$ cat src/rtl/supply_warn_pkg.sv
// Package: shared constants and types for the supply warning register.
// Assumes an 8-bit register with fixed field positions decoded by software.
package supply_warn_pkg;

    localparam int REG_W      = 8;
    localparam int POS_FLAG   = 7;
    localparam int POS_ACK    = 6;
    localparam int POS_DETSEL = 5;
    localparam int POS_WRNSEL = 4;
    localparam int POS_IRQEN  = 3;

    // Reset kind seen in the current cycle, after priority resolution.
    typedef enum logic [1:0] {
        RST_NONE  = 2'd0,
        RST_POWER = 2'd1,
        RST_WARM  = 2'd2
    } rst_kind_e;

    // Decoded fields of one bus write.
    typedef struct packed {
        logic wr;
        logic ack;
        logic det_sel;
        logic wrn_sel;
        logic irq_en;
    } wr_fields_t;

endpackage

$ cat src/rtl/supply_warn_sync.sv
// Module: multi-stage synchronizer for the asynchronous comparator level.
// Assumes the input is a slow level; STAGES flops in series, cleared by rst_n.
module supply_warn_sync #(
    parameter int STAGES = 2
) (
    input  logic clk,
    input  logic rst_n,
    input  logic din_async,
    output logic dout
);
    logic [STAGES-1:0] chain_q;

    // Shift the asynchronous level through the flop chain.
    always_ff @(posedge clk) begin
        if (!rst_n) begin
            chain_q <= '0;
        end else begin
            chain_q <= {chain_q[STAGES-2:0], din_async};
        end
    end

    assign dout = chain_q[STAGES-1];
endmodule

$ cat src/rtl/supply_warn_rstarb.sv
// Module: resolves the reset sources into one reset kind.
// Assumes synchronous pulses; rst_n low and rst_power both mean power-up and win.
module supply_warn_rstarb
    import supply_warn_pkg::*;
(
    input  logic      rst_n,
    input  logic      rst_power,
    input  logic      rst_lowv,
    input  logic      rst_other,
    output rst_kind_e kind
);
    // Priority: power-up first, then either warm source.
    always_comb begin
        if (!rst_n || rst_power) begin
            kind = RST_POWER;
        end else if (rst_lowv || rst_other) begin
            kind = RST_WARM;
        end else begin
            kind = RST_NONE;
        end
    end
endmodule

$ cat src/rtl/supply_warn_flag.sv
// Module: sticky warning flag with edge detection and conditional acknowledge.
// Assumes low_sync is already synchronous; a reset re-arms the edge detector
// so that a supply still low after reset sets the flag again.
module supply_warn_flag
    import supply_warn_pkg::*;
(
    input  logic      clk,
    input  logic      low_sync,
    input  rst_kind_e kind,
    input  logic      ack_req,
    output logic      rise,
    output logic      flag
);
    logic prev_q;
    logic flag_q;

    assign rise = low_sync && !prev_q;

    // Remember the last synchronized level; any reset treats it as "fine".
    always_ff @(posedge clk) begin
        if (kind != RST_NONE) begin
            prev_q <= 1'b0;
        end else begin
            prev_q <= low_sync;
        end
    end

    // Flag: reset clears, a new drop sets (winning over ack), ack clears when recovered.
    always_ff @(posedge clk) begin
        if (kind != RST_NONE) begin
            flag_q <= 1'b0;
        end else if (rise) begin
            flag_q <= 1'b1;
        end else if (ack_req && !low_sync) begin
            flag_q <= 1'b0;
        end
    end

    assign flag = flag_q;
endmodule

$ cat src/rtl/supply_warn_cfg.sv
// Module: configuration fields (trip-point selects and interrupt enable).
// Assumes selects survive warm resets and only a power-up reset clears them.
module supply_warn_cfg
    import supply_warn_pkg::*;
(
    input  logic       clk,
    input  rst_kind_e  kind,
    input  wr_fields_t wf,
    output logic       det_sel,
    output logic       wrn_sel,
    output logic       irq_en
);
    logic det_q;
    logic wrn_q;
    logic ien_q;

    // Trip-point selects: cleared only by power-up, loaded by a write otherwise.
    always_ff @(posedge clk) begin
        if (kind == RST_POWER) begin
            det_q <= 1'b0;
            wrn_q <= 1'b0;
        end else if (kind == RST_NONE && wf.wr) begin
            det_q <= wf.det_sel;
            wrn_q <= wf.wrn_sel;
        end
    end

    // Interrupt enable: cleared by every reset kind, loaded by a write.
    always_ff @(posedge clk) begin
        if (kind != RST_NONE) begin
            ien_q <= 1'b0;
        end else if (wf.wr) begin
            ien_q <= wf.irq_en;
        end
    end

    assign det_sel = det_q;
    assign wrn_sel = wrn_q;
    assign irq_en  = ien_q;
endmodule

$ cat src/rtl/supply_warn_ctl.sv
// Module: top of the supply warning register.
// Assumes one register on a simple select/write-enable bus, combinational read data.
module supply_warn_ctl
    import supply_warn_pkg::*;
#(
    parameter int SYNC_STAGES = 2
) (
    input  logic             clk,
    input  logic             rst_n,
    input  logic             rst_power,
    input  logic             rst_lowv,
    input  logic             rst_other,
    input  logic             supply_low_async,
    input  logic             bus_cs,
    input  logic             bus_we,
    input  logic [REG_W-1:0] bus_wdata,
    output logic [REG_W-1:0] bus_rdata,
    output logic             det_trip_hi,
    output logic             warn_trip_hi,
    output logic             warn_irq
);
    rst_kind_e  rst_kind;
    logic       low_sync;
    logic       warn_rise;
    logic       flag_q;
    logic       ie_q;
    wr_fields_t wf;
    logic       unused_wr_bits;

    supply_warn_rstarb i_rstarb (
        .rst_n     (rst_n),
        .rst_power (rst_power),
        .rst_lowv  (rst_lowv),
        .rst_other (rst_other),
        .kind      (rst_kind)
    );

    supply_warn_sync #(.STAGES(SYNC_STAGES)) i_sync (
        .clk       (clk),
        .rst_n     (rst_n),
        .din_async (supply_low_async),
        .dout      (low_sync)
    );

    // Decode a bus write into its fields; flag and reserved bits are dropped.
    always_comb begin
        wf.wr      = bus_cs && bus_we;
        wf.ack     = wf.wr && bus_wdata[POS_ACK];
        wf.det_sel = bus_wdata[POS_DETSEL];
        wf.wrn_sel = bus_wdata[POS_WRNSEL];
        wf.irq_en  = bus_wdata[POS_IRQEN];
    end
    assign unused_wr_bits = ^{bus_wdata[POS_FLAG], bus_wdata[POS_IRQEN-1:0]};

    supply_warn_flag i_flag (
        .clk      (clk),
        .low_sync (low_sync),
        .kind     (rst_kind),
        .ack_req  (wf.ack),
        .rise     (warn_rise),
        .flag     (flag_q)
    );

    supply_warn_cfg i_cfg (
        .clk     (clk),
        .kind    (rst_kind),
        .wf      (wf),
        .det_sel (det_trip_hi),
        .wrn_sel (warn_trip_hi),
        .irq_en  (ie_q)
    );

    // Assemble the read view; unselected reads return zero.
    always_comb begin
        bus_rdata = '0;
        if (bus_cs) begin
            bus_rdata[POS_FLAG]   = flag_q;
            bus_rdata[POS_DETSEL] = det_trip_hi;
            bus_rdata[POS_WRNSEL] = warn_trip_hi;
            bus_rdata[POS_IRQEN]  = ie_q;
        end
    end

    assign warn_irq = flag_q && ie_q;
endmodule

$ cat config.mk
export PLATFORM = sky130hd
export DESIGN_NAME = supply_warn_ctl
export DESIGN_NICKNAME = d
export VERILOG_FILES = /design/src/rtl/supply_warn_pkg.sv /design/src/rtl/supply_warn_sync.sv /design/src/rtl/supply_warn_rstarb.sv /design/src/rtl/supply_warn_flag.sv /design/src/rtl/supply_warn_cfg.sv /design/src/rtl/supply_warn_ctl.sv
export SDC_FILE = /design/constraint.sdc
export NUM_CORES = 1
export LEC_CHECK = 0
export BUFFER_PORTS_ARGS = -buffer_cell sky130_fd_sc_hd__buf_2
export CAP_MARGIN = 20
export CORE_AREA = 2 2 39 41
export CTS_CLUSTER_DIAMETER = 200
export DETAILED_ROUTE_END_ITERATION = 10
export DIE_AREA = 0 0 41 43
export SYNTH_ARGS = -nofsm -noshare
export SYNTH_HDL_FRONTEND = slang
export SYNTH_SLANG_ARGS = --single-unit
$ cat constraint.sdc
create_clock -name clk -period 2.14 [get_ports clk]
set_input_delay 0.428 -clock clk [delete_from_list [all_inputs] [get_ports clk]]
set_output_delay 0.428 -clock clk [all_outputs]
set_load 0.02 [all_outputs]
After elaboration in Yosys (flattened, before gate mapping)
Index checks and enable logic that the tools add are counted.

word-level totals
  output and inout bits = 11
  register bits after elaboration = 7

cells by class
  mux-type cells = 6
  equality and inequality tests = 1
  reduce and logical (&&, ||, !) cells = 14

operators with widths
  kind                  count
  $logic_and A1 B1 Y1   6
  $mux W2               2
  $reduce_bool A2 Y1    2
  $logic_not A1 Y1      3
  $mux W1               3
  $mux W3               1
  $eq A2 B1 Y1 const B  1
  $logic_not A2 Y1      1
  $logic_or A1 B1 Y1    2

Logic depth before layout (Yosys ltp)
  depth in word-level cells = 5
  depth in mapped cells = 2
  gate-level depth less buffers = 2

Cells and area by module
A second synthesis with hierarchy kept.

unflattened totals
  cell total of the unflattened synthesis = 35
  area total of the unflattened synthesis = 357.8 µm²

by module, submodules not included
  module              area each (µm²)  cells each  times used  seq. area each (µm²)
  supply_warn_cfg     111.4            9           1           60.1
  supply_warn_flag    86.3             7           1           40.0
  supply_warn_ctl     83.8             12          1           0.0
  supply_warn_sync    52.6             4           1           40.0
  supply_warn_rstarb  23.8             3           1           0.0

Worst setup path after synthesis
No wires, ideal clock.

  path kind = input to register
  from = input port rst_power
  to = register i_flag.flag_q, in the netlist i_flag.flag
  stages = 2
  setup slack = 846 ps
  buffers on the path = 0
  arrival time = 1,206 ps
  required time = 2,052 ps
  cell sequence = or4b_4 > nor4_2

between the ends
  longest elaborated chain between the ends = 3

ends and longest elaborated chain
  item                    RTL line                  RTL
  start: declaration      supply_warn_ctl.sv:10     input logic rst_power,
  $logic_or A1 B1 Y1      supply_warn_rstarb.sv:14  if (!rst_n || rst_power) begin
  $mux W2                 supply_warn_rstarb.sv:14
  $reduce_bool A2 Y1      supply_warn_flag.sv:30    if (kind != RST_NONE) begin
  end signal: assignment  supply_warn_flag.sv:31    flag_q <= 1'b0;
  end signal: assignment  supply_warn_flag.sv:33    flag_q <= 1'b1;
  end signal: assignment  supply_warn_flag.sv:35    flag_q <= 1'b0;
  end: declaration        supply_warn_flag.sv:15    logic flag_q;

No other way between the ends.
A chain may end at the register's enable or synchronous reset.

Final worst setup path
  from = register i_flag.flag_q, in the netlist i_flag.flag
  to = output port bus_rdata[7]

between the ends
  longest elaborated chain between the ends = 1

ends and longest elaborated chain
  item              RTL line               RTL
  $mux W1           supply_warn_ctl.sv:76  if (bus_cs) begin
  end: declaration  supply_warn_ctl.sv:17  output logic [REG_W-1:0] bus_rdata,

No other way between the ends.

==> flow_metrics.tcl <==
set metrics [dict create \
    rsz0062_at_grt "no" \
    clock-sinks 7 \
    cp.arrival_ps 890 \
    hold_ws_ps 392 \
    drive_above_1_share_pct 49.1 \
    cp_slowest_stage_delay_ps 360 \
    dr_wl_met3_um 84 \
    critPathLaunchType "flop" \
    mostFrequentLayoutCell "buf_2" \
    nets 74 \
    syn_area_per_cell_um2 9.91 \
    min-delay-start "supply_low_async" \
    grt_pass1_vias 245 \
    finalWorstPathRequiredPeriod_ps 1320 \
    wl_um 632 \
    core.rowCount 14 \
    wire_per_inst_um 8.66 \
    die_h_um 43 \
    grt.total_usage_pct 8.55 \
    final_cell_mix "18 x buf_2, 7 x dfxtp_1, 5 x and2_1, 4 x nand3b_1, 4 x conb_1" \
    yosysWarnings 0 \
    p_per_area_nw_per_um2 601 \
    drv_cap 0 \
    hold_viol 0 \
    grt_max_degree 9 \
    crit_type "flop to output port" \
    die_area_um2 1760 \
    htree_levels 1 \
    vias_per_cell 4.07 \
    post_cts_buffers 0 \
    period_share_pct 61.7 \
    hold_buffers 0 \
    drt_iter0_drc 2 \
    top_layer_used "met3" \
    synthCells 36 \
    drcViolationCount 0 \
    outcome "finished, final reports clean" \
    slowest_stage "dfxtp_1" \
    fmax_mhz 757 \
    num-fill-cells 147 \
    worst_setup_path_end_kind "output port" \
    crit_fanout 4 \
    num_vias 297 \
    clkSlewWorstSetupHoldPaths_ps 60 \
    clockRootBuffer "clkbuf_4" \
    drtAntennaViolNets 0 \
    clock_skew_ps 0.386 \
    path_cells "and2_1 > buf_2" \
    cts-buffers-inserted 3 \
    syn-cell-area_um2 357 \
    cts_tree "yes" \
    setup.worst_path.start "i_flag.flag" \
    grt_first_pass_wirelength_um 972 \
    wl_met2_um 271 \
    drv_slew 0 \
    ir_worst_vdd_v 0.000229 \
    finalSetupViolCount 0 \
    coreArea_um2 1380 \
    leakagePower_nw 0.228 \
    yosysUniqueCellTypes 17 \
    initial_core_util_pct 25.8 \
    yosysSeqAreaShare_pct 39.3 \
    drt_pre_antenna_iters 2 \
    worstSkewPairLatency_ps 250 \
    io_pins 27 \
    fp.dieW_um 41 \
    worst_slack_ps 819 \
    worstReg2RegStart "i_sync.chain_q[1]" \
    areaGrowthSynthToFinish_pct 33.3 \
    overflow 0 \
    portBuffers 18 \
    globalplace.congestion 0.610 \
    ctsResizeCount 0 \
    cp.required_ps 1710 \
    synth-seq-cells 7 \
    drt-met1-wl_um 276 \
    hold_path.class "input pin to flop" \
    fin_tns_setup_ps 0 \
    cts_buffer_depth 2 \
    antenna_found_initial 0 \
    antenna_cells 0 \
    place_ws_ps 678 \
]
==> critical path: cells and delay by family (launching register included) <==
family / cells / cell delay, ps
flops: 1 / 360
buf+inv: 1 / 150
simple gates: 1 / 130
==> worst paths after layout <==
path                                     endpoint  slack (ps)  depth (start not counted)
worst max register to register        i_flag.flag        1270                          2
worst max-delay path                 bus_rdata[7]         820                          2
worst min register to register      i_flag.prev_q         450                          2
worst min-delay path            i_sync.chain_q[0]         390                          2
==> layer usage <==
metal | global-route usage (%) | vias up
met5 | 0 | -
met4 | 10.0 | 0
met3 | 1.57 | 0
met2 | 9.69 | 19
met1 | 11.7 | 121
li1 | - | 157
==> power breakdown <==
part	switching, mW	internal, mW
clock	0.0528	0.0684
combinational	0.0169	0.0139
sequential	0.00102	0.133
total	0.0708	0.215
==> synthesized netlist by cell type (all sizes together) <==
| master | n | area share [%] |
|---|---|---|
| conb | 1 | 1.1 |
| a21bo | 1 | 2.8 |
| nor2 | 2 | 2.1 |
| nand3b | 4 | 8.4 |
| nor4 | 1 | 3.5 |
| dfxtp | 7 | 39 |
| nand3 | 1 | 1.4 |
| mux2i | 2 | 5.6 |
| and4bb | 1 | 3.5 |
| inv | 1 | 1.1 |
| a21oi | 1 | 1.4 |
| and4b | 1 | 2.8 |
| or4b | 1 | 3.9 |
| nor2b | 1 | 1.8 |
| buf | 4 | 8.4 |
| and2 | 7 | 13 |
==> stage by stage <==
stage | cell area [µm²] | utilization (%) | power, mW | instances
final | 475 | 34.4 | 0.286 | 73
after floorplan | 368 | - | 0.158 | 39
after detailed placement | 448 | 32.4 | 0.168 | 69
after global routing | 475 | 34.4 | 0.307 | 73
after CTS | 475 | 34.4 | 0.293 | 73
after global placement | 448 | 32.4 | 0.167 | 69
==> kinds of logic (layout without fill, tap and decap cells) <==
logic type             Yosys count  count (layout)  share of synthesized area (%)
flip-flops                       7               7                           39.3
other                            1               4                           1.05
multiplexers                     2               2                           5.61
AND/OR/NAND/NOR                 19              19                           40.3
buffers and inverters            5              23                           9.47
AO/OA/AOI/OAI                    2               2                           4.21
==> state kept, by name, summed over array words and instances (netlist names) <==
signal	count
i_flag.prev_q	1
i_flag.flag	1
i_sync.chain_q	2
i_cfg.wrn_sel	1
i_cfg.det_sel	1
i_cfg.irq_en	1
==> layout make-up <==
class                           count  area, µm²  area share (%)
Multi-Input combinational cell     27        194            40.8
Timing Repair Buffer               18       90.1            18.9
Sequential cell                     7        140            29.5
Inverter                            1       3.75           0.789
Clock buffer                        3       22.5            4.74
Clock inverter                      1       5.00            1.05
Tap cell                           16       20.0            4.21
(Power assumes the default switching activity.)
